<file path="config.mk">
export PLATFORM = sky130hd
export DESIGN_NAME = dds_serial_synth
export DESIGN_NICKNAME = d
export VERILOG_FILES = /design/src/rtl/dds_pkg.sv /design/src/rtl/dds_serial_rx.sv /design/src/rtl/dds_regfile.sv /design/src/rtl/dds_core.sv /design/src/rtl/dds_serial_synth.sv
export SDC_FILE = /design/constraint.sdc
export NUM_CORES = 1
export LEC_CHECK = 0
export BUFFER_PORTS_ARGS = -buffer_cell sky130_fd_sc_hd__buf_2
export CAP_MARGIN = 30
export CORE_MARGIN = 4
export CORE_UTILIZATION = 41
export DETAILED_ROUTE_END_ITERATION = 16
export PLACE_DENSITY = 0.56
export RECOVER_POWER = 100
export SYNTH_ARGS = -nofsm -noshare
export SYNTH_HDL_FRONTEND = slang
export SYNTH_HIERARCHICAL = 1
export SYNTH_SLANG_ARGS = --single-unit
export TNS_END_PERCENT = 50
</file>
<file path="constraint.sdc">
create_clock -name mclk -period 6.5 [get_ports mclk]
set_input_delay 0 -clock mclk [delete_from_list [all_inputs] [get_ports mclk]]
set_output_delay 0 -clock mclk [all_outputs]
set_load 0.05 [all_outputs]
</file>
<file path="src/rtl/dds_pkg.sv">
package dds_pkg;
  localparam int ACC_W   = 28;
  localparam int PH_W    = 12;
  localparam int OUT_W   = 10;
  localparam int FRAME_W = 16;
  localparam int HALF_W  = ACC_W / 2;

  typedef struct packed {
    logic pair_mode;   // bit 13
    logic upper_sel;   // bit 12
    logic fsel;        // bit 11
    logic psel;        // bit 10
    logic hold;        // bit 8
    logic sq_en;       // bit 5
    logic sq_undiv;    // bit 3
    logic tri_mode;    // bit 1
  } ctrl_t;

  localparam ctrl_t CTRL_RESET = '{pair_mode: 1'b0, upper_sel: 1'b0, fsel: 1'b0,
                                   psel: 1'b0, hold: 1'b1, sq_en: 1'b0,
                                   sq_undiv: 1'b0, tri_mode: 1'b0};
endpackage

</file>
<file path="src/rtl/dds_serial_rx.sv">
module dds_serial_rx #(
  parameter int FRAME_W = dds_pkg::FRAME_W
) (
  input  logic               mclk,
  input  logic               rst_n,
  input  logic               sclk,
  input  logic               cs_n,
  input  logic               sdi,
  output logic               frame_vld,
  output logic [FRAME_W-1:0] frame_data
);
  localparam int CNT_W = $clog2(FRAME_W + 2);
  localparam logic [CNT_W-1:0] CNT_MAX  = CNT_W'(FRAME_W + 1);
  localparam logic [CNT_W-1:0] CNT_FULL = CNT_W'(FRAME_W);

  logic [2:0] sclk_q, cs_q;
  logic [1:0] sdi_q;
  logic [CNT_W-1:0] cnt_q, cnt_d;
  logic [FRAME_W-1:0] sh_q, sh_d;
  logic vld_q, vld_d;
  logic sclk_rise, cs_rise, cs_fall, cs_low;

  assign sclk_rise = sclk_q[1] & ~sclk_q[2];
  assign cs_rise   = cs_q[1] & ~cs_q[2];
  assign cs_fall   = ~cs_q[1] & cs_q[2];
  assign cs_low    = ~cs_q[1];

  always_comb begin
    cnt_d = cnt_q;
    sh_d  = sh_q;
    vld_d = cs_rise && (cnt_q == CNT_FULL);
    if (cs_fall) begin
      cnt_d = '0;
    end else if (sclk_rise && cs_low) begin
      sh_d = {sh_q[FRAME_W-2:0], sdi_q[1]};
      if (cnt_q != CNT_MAX) cnt_d = cnt_q + 1'b1;
    end
  end

  always_ff @(posedge mclk or negedge rst_n) begin
    if (!rst_n) begin
      sclk_q <= '0;
      cs_q   <= '1;
      sdi_q  <= '0;
      cnt_q  <= '0;
      sh_q   <= '0;
      vld_q  <= 1'b0;
    end else begin
      sclk_q <= {sclk_q[1:0], sclk};
      cs_q   <= {cs_q[1:0], cs_n};
      sdi_q  <= {sdi_q[0], sdi};
      cnt_q  <= cnt_d;
      sh_q   <= sh_d;
      vld_q  <= vld_d;
    end
  end

  assign frame_vld  = vld_q;
  assign frame_data = sh_q;
endmodule

</file>
<file path="src/rtl/dds_regfile.sv">
module dds_regfile
  import dds_pkg::*;
#(
  parameter int ACC_W = dds_pkg::ACC_W,
  parameter int PH_W  = dds_pkg::PH_W
) (
  input  logic             mclk,
  input  logic             rst_n,
  input  logic             frame_vld,
  input  logic [15:0]      frame_data,
  output ctrl_t            ctrl,
  output logic [ACC_W-1:0] freq0,
  output logic [ACC_W-1:0] freq1,
  output logic [PH_W-1:0]  ph0,
  output logic [PH_W-1:0]  ph1
);
  localparam int HW = ACC_W / 2;

  ctrl_t ctrl_q, ctrl_d;
  logic [ACC_W-1:0] fw_q [2];
  logic [ACC_W-1:0] fw_d [2];
  logic [PH_W-1:0]  po_q [2];
  logic [PH_W-1:0]  po_d [2];
  logic [HW-1:0]    lo_q, lo_d;
  logic             pend_q, pend_d, pend_sel_q, pend_sel_d;
  logic [1:0]       tgt;
  logic             fsel_w;
  logic [HW-1:0]    fdat;

  assign tgt    = frame_data[15:14];
  assign fsel_w = frame_data[15];
  assign fdat   = frame_data[HW-1:0];

  always_comb begin
    ctrl_d     = ctrl_q;
    fw_d       = fw_q;
    po_d       = po_q;
    lo_d       = lo_q;
    pend_d     = pend_q;
    pend_sel_d = pend_sel_q;
    if (frame_vld) begin
      unique case (tgt)
        2'b00: begin
          ctrl_d = '{pair_mode: frame_data[13], upper_sel: frame_data[12],
                     fsel: frame_data[11], psel: frame_data[10],
                     hold: frame_data[8], sq_en: frame_data[5],
                     sq_undiv: frame_data[3], tri_mode: frame_data[1]};
          pend_d = 1'b0;
        end
        2'b01, 2'b10: begin
          if (ctrl_q.pair_mode) begin
            if (pend_q && (pend_sel_q == fsel_w)) begin
              fw_d[fsel_w] = {fdat, lo_q};
              pend_d       = 1'b0;
            end else begin
              lo_d       = fdat;
              pend_d     = 1'b1;
              pend_sel_d = fsel_w;
            end
          end else begin
            pend_d = 1'b0;
            if (ctrl_q.upper_sel) fw_d[fsel_w][ACC_W-1:HW] = fdat;
            else                  fw_d[fsel_w][HW-1:0]     = fdat;
          end
        end
        default: po_d[frame_data[13]] = frame_data[PH_W-1:0];
      endcase
    end
  end

  always_ff @(posedge mclk or negedge rst_n) begin
    if (!rst_n) begin
      ctrl_q     <= CTRL_RESET;
      fw_q[0]    <= '0;
      fw_q[1]    <= '0;
      po_q[0]    <= '0;
      po_q[1]    <= '0;
      lo_q       <= '0;
      pend_q     <= 1'b0;
      pend_sel_q <= 1'b0;
    end else begin
      ctrl_q     <= ctrl_d;
      fw_q       <= fw_d;
      po_q       <= po_d;
      lo_q       <= lo_d;
      pend_q     <= pend_d;
      pend_sel_q <= pend_sel_d;
    end
  end

  logic unused_frame;
  assign unused_frame = ^{frame_data[9], frame_data[7:6], frame_data[4],
                          frame_data[2], frame_data[0]};

  assign ctrl  = ctrl_q;
  assign freq0 = fw_q[0];
  assign freq1 = fw_q[1];
  assign ph0   = po_q[0];
  assign ph1   = po_q[1];
endmodule

</file>
<file path="src/rtl/dds_core.sv">
module dds_core #(
  parameter int ACC_W  = dds_pkg::ACC_W,
  parameter int PH_W   = dds_pkg::PH_W,
  parameter int OUT_W  = dds_pkg::OUT_W
) (
  input  logic             mclk,
  input  logic             rst_n,
  input  logic             hold,
  input  logic             fsel,
  input  logic             psel,
  input  logic             tri_mode,
  input  logic             sq_en,
  input  logic             sq_undiv,
  input  logic [ACC_W-1:0] freq0,
  input  logic [ACC_W-1:0] freq1,
  input  logic [PH_W-1:0]  ph0,
  input  logic [PH_W-1:0]  ph1,
  output logic [OUT_W-1:0] wave_out,
  output logic             sq_out,
  output logic [ACC_W-1:0] acc
);
  localparam int AMP_W  = OUT_W - 1;
  localparam int LUT_AW = PH_W - 4;
  localparam int LUT_N  = 1 << LUT_AW;
  localparam int SHIFT  = 2 * LUT_AW - AMP_W;

  function automatic logic [AMP_W-1:0] quarter_amp(input int i);
    int v;
    v = (i * (2 * LUT_N - i)) >>> SHIFT;
    return v[AMP_W-1:0];
  endfunction

  logic [AMP_W-1:0] rom [LUT_N];
  for (genvar g = 0; g < LUT_N; g++) begin : g_rom
    assign rom[g] = quarter_amp(g);
  end

  logic [ACC_W-1:0] acc_q, acc_d;
  logic [OUT_W-1:0] wave_q, wave_d;
  logic             msb_q, half_q, half_d, sq_q, sq_d;
  logic [PH_W-1:0]  pv;
  logic [LUT_AW-1:0] idx;
  logic [AMP_W-1:0] amp, tri_u;
  logic [OUT_W:0]   tri_full;

  assign pv       = acc_q[ACC_W-1 -: PH_W] + (psel ? ph1 : ph0);
  assign idx      = pv[PH_W-2] ? ~pv[PH_W-3 -: LUT_AW] : pv[PH_W-3 -: LUT_AW];
  assign amp      = rom[idx];
  assign tri_u    = pv[PH_W-1] ? ~pv[PH_W-2 -: AMP_W] : pv[PH_W-2 -: AMP_W];
  assign tri_full = {1'b0, tri_u, 1'b0} - (OUT_W+1)'((1 << AMP_W) - 1);

  always_comb begin
    acc_d  = hold ? '0 : acc_q + (fsel ? freq1 : freq0);
    if (tri_mode)        wave_d = tri_full[OUT_W-1:0];
    else if (pv[PH_W-1]) wave_d = -{1'b0, amp};
    else                 wave_d = {1'b0, amp};
    half_d = hold ? 1'b0 : (half_q ^ (acc_q[ACC_W-1] & ~msb_q));
    sq_d   = sq_en & (sq_undiv ? acc_q[ACC_W-1] : half_q);
  end

  always_ff @(posedge mclk or negedge rst_n) begin
    if (!rst_n) begin
      acc_q  <= '0;
      wave_q <= '0;
      msb_q  <= 1'b0;
      half_q <= 1'b0;
      sq_q   <= 1'b0;
    end else begin
      acc_q  <= acc_d;
      wave_q <= wave_d;
      msb_q  <= acc_q[ACC_W-1];
      half_q <= half_d;
      sq_q   <= sq_d;
    end
  end

  logic unused_bits;
  assign unused_bits = ^{pv[1:0], tri_full[OUT_W]};

  assign wave_out = wave_q;
  assign sq_out   = sq_q;
  assign acc      = acc_q;
endmodule

</file>
<file path="src/rtl/dds_serial_synth.sv">
module dds_serial_synth
  import dds_pkg::*;
(
  input  logic             mclk,
  input  logic             rst_n,
  input  logic             sclk,
  input  logic             cs_n,
  input  logic             sdi,
  output logic [OUT_W-1:0] wave_out,
  output logic             sq_out
);
  logic               frame_vld;
  logic [FRAME_W-1:0] frame_data;
  ctrl_t              ctrl;
  logic [ACC_W-1:0]   freq0, freq1, acc;
  logic [PH_W-1:0]    ph0, ph1;

  dds_serial_rx #(.FRAME_W(FRAME_W)) rx_i (
    .mclk(mclk), .rst_n(rst_n), .sclk(sclk), .cs_n(cs_n), .sdi(sdi),
    .frame_vld(frame_vld), .frame_data(frame_data)
  );

  dds_regfile #(.ACC_W(ACC_W), .PH_W(PH_W)) regs_i (
    .mclk(mclk), .rst_n(rst_n), .frame_vld(frame_vld), .frame_data(frame_data),
    .ctrl(ctrl), .freq0(freq0), .freq1(freq1), .ph0(ph0), .ph1(ph1)
  );

  dds_core #(.ACC_W(ACC_W), .PH_W(PH_W), .OUT_W(OUT_W)) core_i (
    .mclk(mclk), .rst_n(rst_n), .hold(ctrl.hold), .fsel(ctrl.fsel),
    .psel(ctrl.psel), .tri_mode(ctrl.tri_mode), .sq_en(ctrl.sq_en),
    .sq_undiv(ctrl.sq_undiv), .freq0(freq0), .freq1(freq1), .ph0(ph0),
    .ph1(ph1), .wave_out(wave_out), .sq_out(sq_out), .acc(acc)
  );
endmodule

</file>
Word-level counts from Yosys, hierarchy flattened
Memories as Yosys holds them, arrays and structs flattened.
Cells that the tools add are included.

storage, ports and cells
  memory bits (read-only) = 2304
  logic and storage cells = 111
  output and inout bits = 11
  input port bits = 5
  register bits after elaboration = 175
  memories kept = 1

memory list
  name             depth  bits a word  read ports  clocked after memory_dff  write ports  RTL line        RTL
  (no name shown)  256    9            1           0                         0            dds_core.sv:48  assign amp = rom[idx];

operators by class
  bitwise operators = 18
  reduce and logical (&&, ||, !) cells = 18
  equal/unequal tests = 6
  muxes and demuxes = 32
  order comparisons = 5
  add/sub/neg operators = 5

operators with widths
  operator                                                  count
  bitwise mux 56 bit                                        3
  two-way mux 56 bit                                        3
  two-way mux 28 bit                                        4
  demux 28 bit (select 1 bit)                               3
  adder 28 bit                                              1
  two-way mux 9 bit                                         3
  bitwise mux 24 bit                                        1
  two-way mux 12 bit                                        2
  two-way mux 10 bit                                        2
  two-way mux 5 bit                                         3
  two-way mux 14 bit                                        1
  adder 12 bit                                              1
  demux 12 bit (select 1 bit)                               1
  negation 9 -> 10 bit                                      1
  AND reduction 2 bit                                       5
  subtractor 10 x 9 -> 10 bit, second input constant        1
  greater-or-equal comparator 9 bit, second input constant  1
  NOT 8 -> 9 bit                                            1
  NOT 9 bit                                                 1
  two-way mux 8 bit                                         1
  NOT 8 bit                                                 1
  NOT 1 bit                                                 7
  nonzero test 2 bit                                        3
  adder 5 x 1 -> 5 bit, second input constant               1
  19 further kinds                                          33

Logic depth before layout (Yosys ltp)
  depth in word-level cells = 11
  gate-level depth with buffers = 25
  gate-level depth less buffers = 19

By module
The synthesis kept the hierarchy.

modules (own cells, without submodules)
  module         seq. area each (µm²)  area each (µm²)  times used  cells each
  dds_core       1026.0                7213.2           1           938
  dds_regfile    2603.7                4111.4           1           265
  dds_serial_rx  754.5                 1171.1           1           78

Worst setup path after synthesis
OpenSTA, ideal clock, no wires.

  path type = reg-to-reg
  start = reg regs_i.ctrl_q, in the netlist regs_i/ctrl[4]
  end = reg core_i.wave_q[7], in the netlist core_i/wave_out[7]
  cell stages (with the launch flop) = 26
  data required time = 6.374 ns
  slack = 0.756 ns
  clock period less this slack = 5.744 ns
  library setup time = 0.126 ns
  arrival time = 5.618 ns
  buffers on the path = 6
  path through = dfrtp_1 > buf_1 > mux2_2 > ha_1 > buf_2 > nand4_1 > o221a_1 > buf_2 > or3_1 > o2111a_1 > buf_6 > buf_6 > xnor2_1 > inv_1 > ha_1 > clkbuf_1 > nor2_1 > o2111ai_1 > nand2_1 > a2111oi_0 > o2111ai_1 > a211oi_1 > nor3_2 > nand2_1 > or3_1 > o311a_1

on the way
  cells in the longest elaborated chain, start to end = 11
  elaborated cells between the ends (all ways) = 14
  those cells by class = 3 x add/sub; 7 x mux; 3 x bitwise; 1 x memory

RTL lines
  item                                                  RTL line           RTL
  start: declaration                                    dds_regfile.sv:19  ctrl_t ctrl_q, ctrl_d;
  start signal: assignment                              dds_regfile.sv:82  ctrl_q <= ctrl_d;
  two-way mux 12 bit (*)                                dds_core.sv:46     assign pv = acc_q[ACC_W-1 -: PH_W] + (psel ? ph1 : ph0);
  adder 12 bit (*)                                      dds_core.sv:46
  NOT 8 bit                                             dds_core.sv:47     assign idx = pv[PH_W-2] ? ~pv[PH_W-3 -: LUT_AW] : pv[PH_W-3 -: LUT_AW];
  two-way mux 8 bit                                     dds_core.sv:47
  NOT 8 -> 9 bit (not written as such)                  dds_core.sv:48
  memory read (256 x 9 bit)                             n/a
  two-way mux 9 bit (not written as such) (2 in a row)  dds_core.sv:48
  negation 9 -> 10 bit                                  dds_core.sv:55     else if (pv[PH_W-1]) wave_d = -{1'b0, amp};
  two-way mux 10 bit                                    dds_core.sv:55
  two-way mux 10 bit (*)                                dds_core.sv:54     if (tri_mode) wave_d = tri_full[OUT_W-1:0];
  named net core_i.wave_d[7]                            dds_core.sv:39     logic [OUT_W-1:0] wave_q, wave_d;
  end signal: assignment                                dds_core.sv:70     wave_q <= wave_d;
  end: declaration                                      dds_core.sv:39

The timed path passes the listed nets; every way through them passes the cells marked *. The select of a mux whose other input is x is not followed.
A chain may end at the register's enable or synchronous reset.

Worst setup path in the final report
  start = reg regs_i.ctrl_q, in the netlist regs_i/ctrl[4]
  end = reg core_i.wave_q[5], in the netlist core_i/wave_out[5]

The elaborated chain is that of the path after synthesis.

==> flow_summary_export.csv <==
group,metric,value,unit
global_route,grt_pass1_vias,10400,
sta,worst_pin_slew,4.28,ns
clock_tree,clockBufferDepth,2,
global_route,grt_antenna_before_repair,0,
drt,drc_errors,0,
job,max_cap_viol_count,3,
synthesis,synthCells,1281,
finish,drive_gt1_share,17.5,%
setup_path,cp.required,6.83,ns
finish,nNetsFinal,1340,
drt,route.met2.wl,17100,um
setup_path,critPathCaptureType,"flip-flop",
global_route,grt_max_degree,105,
setup_path,criticalPathCategory,"flip-flop to flip-flop",
global_route,track_usage,22.1,%
placed_design,dp_hpwl,26500,um
finish,multi_input_area,7490,sq um
synthesis,synth_edf_count,0,
synthesis,yosysUniqueCellTypes,106,
finish,final_util,45.0,%
synthesis,synth_nets,1340,
die,die_w,183,um
finish,synthToLayoutAreaGrowth,7.70,%
sta,timing.final.crit_share,95.0,%
drt,met1_length,15700,um
power,cellPowerDensity,159,nW/um^2
drt,routed-via-count,10600,
global_route,grt-ovfl-total,0,
drt,wirelength,36700,um
sta,tns,0,ns
die,core_region_area,29900,sq um
outcome,violations,"max-capacitance violations, max-slew violations",
die,die-area,33300,sq um
global_route,grt_pass1_wl,59300,um
placed_design,dp.cells,1646,
finish,fin_cells,1684,
clock_tree,clkSlewWorstSetupHoldPaths,0.07,ns
synthesis,ys_seq_area_share,35.1,%
sta,setup_viol,0,
die,ios,16,
finish,register_area,4390,sq um
clock_tree,numClockSinks,175,
synthesis,syn_area,12500,sq um
synthesis,ys_warn_count,6,
worst_hold_path,hold_path.class,"input pin to flip-flop",
finish,fillers,2866,
placed_design,gp_congestion,0.984,
drt,firstDrtPassIters,5,
power,p_leak,5.98,nW
synthesis,synth_seq_cells,175,
sta,rsz0062_at_grt,"no",
drt,drtAntennaViolNets,0,
die,die_h,183,um
sta,skew,0.0104,ns
sta,fmax,162,MHz
finish,num_antenna_cells,0,
synthesis,synth.avg_cell_area,9.75,sq um
outcome,outcome,"finished with violations",
clock_tree,cts_tree,"built",
sta,drv_slew,128,
clock_tree,clock_latency,0.43,ns
die,start_util,41.8,%
synthesis,ys.flop_type,"dfrtp_1",
clock_tree,htreeDepth,4,
setup_path,critPathLaunchType,"flip-flop",
synthesis,async_reset_ff_share,100,%
drt,route.met3.wl,2180,um
clock_tree,root_buffer,"clkbuf_16",
drt,wl_per_cell,21.8,um
setup_path,crit_path_max_fanout,35,
die,num_rows,63,
sta,hold_viol_final,0,
drt,viasPerCell,6.28,
drt,drt_iter0_drc,1042,
power,max-vdd-ir-drop,184,uV
sta,period_minus_slack,6.18,ns
setup_path,worst_ep_arrival_time,6.51,ns
clock_tree,cts_buffers,17,
sta,relSlewSlack,-185,%
drt,dr.max_layer_used,"met4",
placed_design,io_buffer_count,15,
## per-layer routing
| metal | vias up | track usage [%] |
|---|---|---|
| met4 | 0 | 10.4 |
| met1 | 5174 | 29.2 |
| met2 | 435 | 35.8 |
| met3 | 113 | 3.31 |
| li1 | 4853 | - |
| met5 | - | 0 |
## path summary, 6_finish.rpt
path / slack, ns / from / depth (start not counted) / endpoint
worst max register to register: 0.32 / regs_i/ctrl[4] / 15 / core_i/wave_out[5]
min in group asynchronous: 0.54 / rst_n / 3 / core_i/acc[10]
max in group asynchronous: 1.17 / rst_n / 5 / regs_i/ctrl[4]
worst min register to register: 0.35 / rx_i/sdi_q[0] / 0 / rx_i/sdi_q[1]
worst min-delay path: 0.21 / sdi / 2 / rx_i/sdi_q[0]
worst max-delay path: 0.32 / regs_i/ctrl[4] / 15 / core_i/wave_out[5]
## placed cells by master (no fill, tap or decap), drive strengths merged, types with 38 or more instances in the layout
cell type | netlist | layout
xnor2 | 42 | 42
buf | 37 | 44
a21oi | 87 | 87
nand2 | 67 | 67
nor3 | 38 | 38
ha | 53 | 53
dfrtp | 171 | 171
mux2 | 130 | 130
nor2 | 86 | 86
o21ai | 65 | 65
## layout make-up
cell class              count  share of cell area, %
clock inverters            11                  0.642
flip-flops and latches    175                   32.6
clock buffers              21                   3.35
multi-input cells         993                   55.7
repair buffers             63                   3.26
inverters                  31                  0.865
well taps                 390                   3.63
## sequential cells by signal, indices dropped and copies added, names as in the netlist, 10 cells and up
register / count
regs_i/freq1: 28
regs_i/ph1: 12
rx_i/frame_data: 16
regs_i/ph0: 12
regs_i/lo_q: 14
core_i/wave_out: 10
regs_i/freq0: 28
core_i/acc: 28
## synth_stat cells, types with 13 or more instances
cell type    n  area [sq um]
clkbuf_1    45           169
xor2_1      18           158
xnor2_1     37           324
buf_2       19          95.1
a31oi_1     16           100
o22ai_1     21           131
o211ai_1    17           128
mux2_1      18           203
a211oi_1    27           203
a21oi_1     80           400
nand2_1     67           251
inv_1       28           105
o21ai_0     52           260
a21o_1      14           105
dfrtp_1    171          4280
mux2_2     112          1260
nor2b_1     14          87.6
nor3_1      35           175
nand3_1     28           140
mux2i_1     15           150
o21ai_1     13          65.1
a2bb2oi_1   30           263
ha_1        53           663
nor2_1      85           319
## per-stage QoR
step	setup WS [ns]	instance area [sq um]	total power [mW]	hold slack (ns)
global placement	0.587	12900	1.22	0.106
floorplan	0.756	12500	1.17	-0.296
detailed placement	0.421	13000	1.22	0.107
global route	0.0433	13500	2.23	0.209
finish	0.324	13500	2.14	0.211
CTS	0.388	13500	2.17	0.186
## where the power goes
part | internal, mW | switching, mW | leakage, nW | total, mW
clock | 0.502 | 0.442 | 0.246 | 0.944
combinational | 0.0176 | 0.0359 | 3.32 | 0.0536
sequential | 1.10 | 0.0381 | 2.41 | 1.14
## kinds of logic (layout without fill, tap and decap cells)
| family | after synthesis | in the layout | share of synthesized area [%] |
|---|---|---|---|
| buffers and inverters | 113 | 126 | 4.43 |
| muxes | 149 | 149 | 13.5 |
| AOI/OAI and AO/OA | 406 | 406 | 23.4 |
| xor gates and xnor gates | 61 | 61 | 4.73 |
| and+or+nand+nor | 323 | 323 | 13.4 |
| DFF | 175 | 175 | 35.1 |
| adders and majority gates | 54 | 54 | 5.47 |
## worst max-delay path, cell delays in order (launching register included)
cell,delay [ns]
dfrtp_2,0.58
mux2_2,0.39
ha_1,0.39
nand4_1,0.23
o221a_1,0.40
o2111ai_1,0.36
o2111a_2,0.43
buf_4,0.50
o21ai_0,0.50
a2111oi_0,0.94
a2111oi_2,0.10
o21ai_0,0.30
o211ai_2,0.22
and4_1,0.28
and4b_1,0.19
nor3_1,0.22
## repair_timing
action | in CTS | in global routing
gates resized for setup | 0 | 1
hold endpoints to repair | 103 | 7
setup endpoints to repair | 0 | 5
setup buffers | 0 | 0
hold buffers | 4 | 1
(Power assumes the default switching activity.)
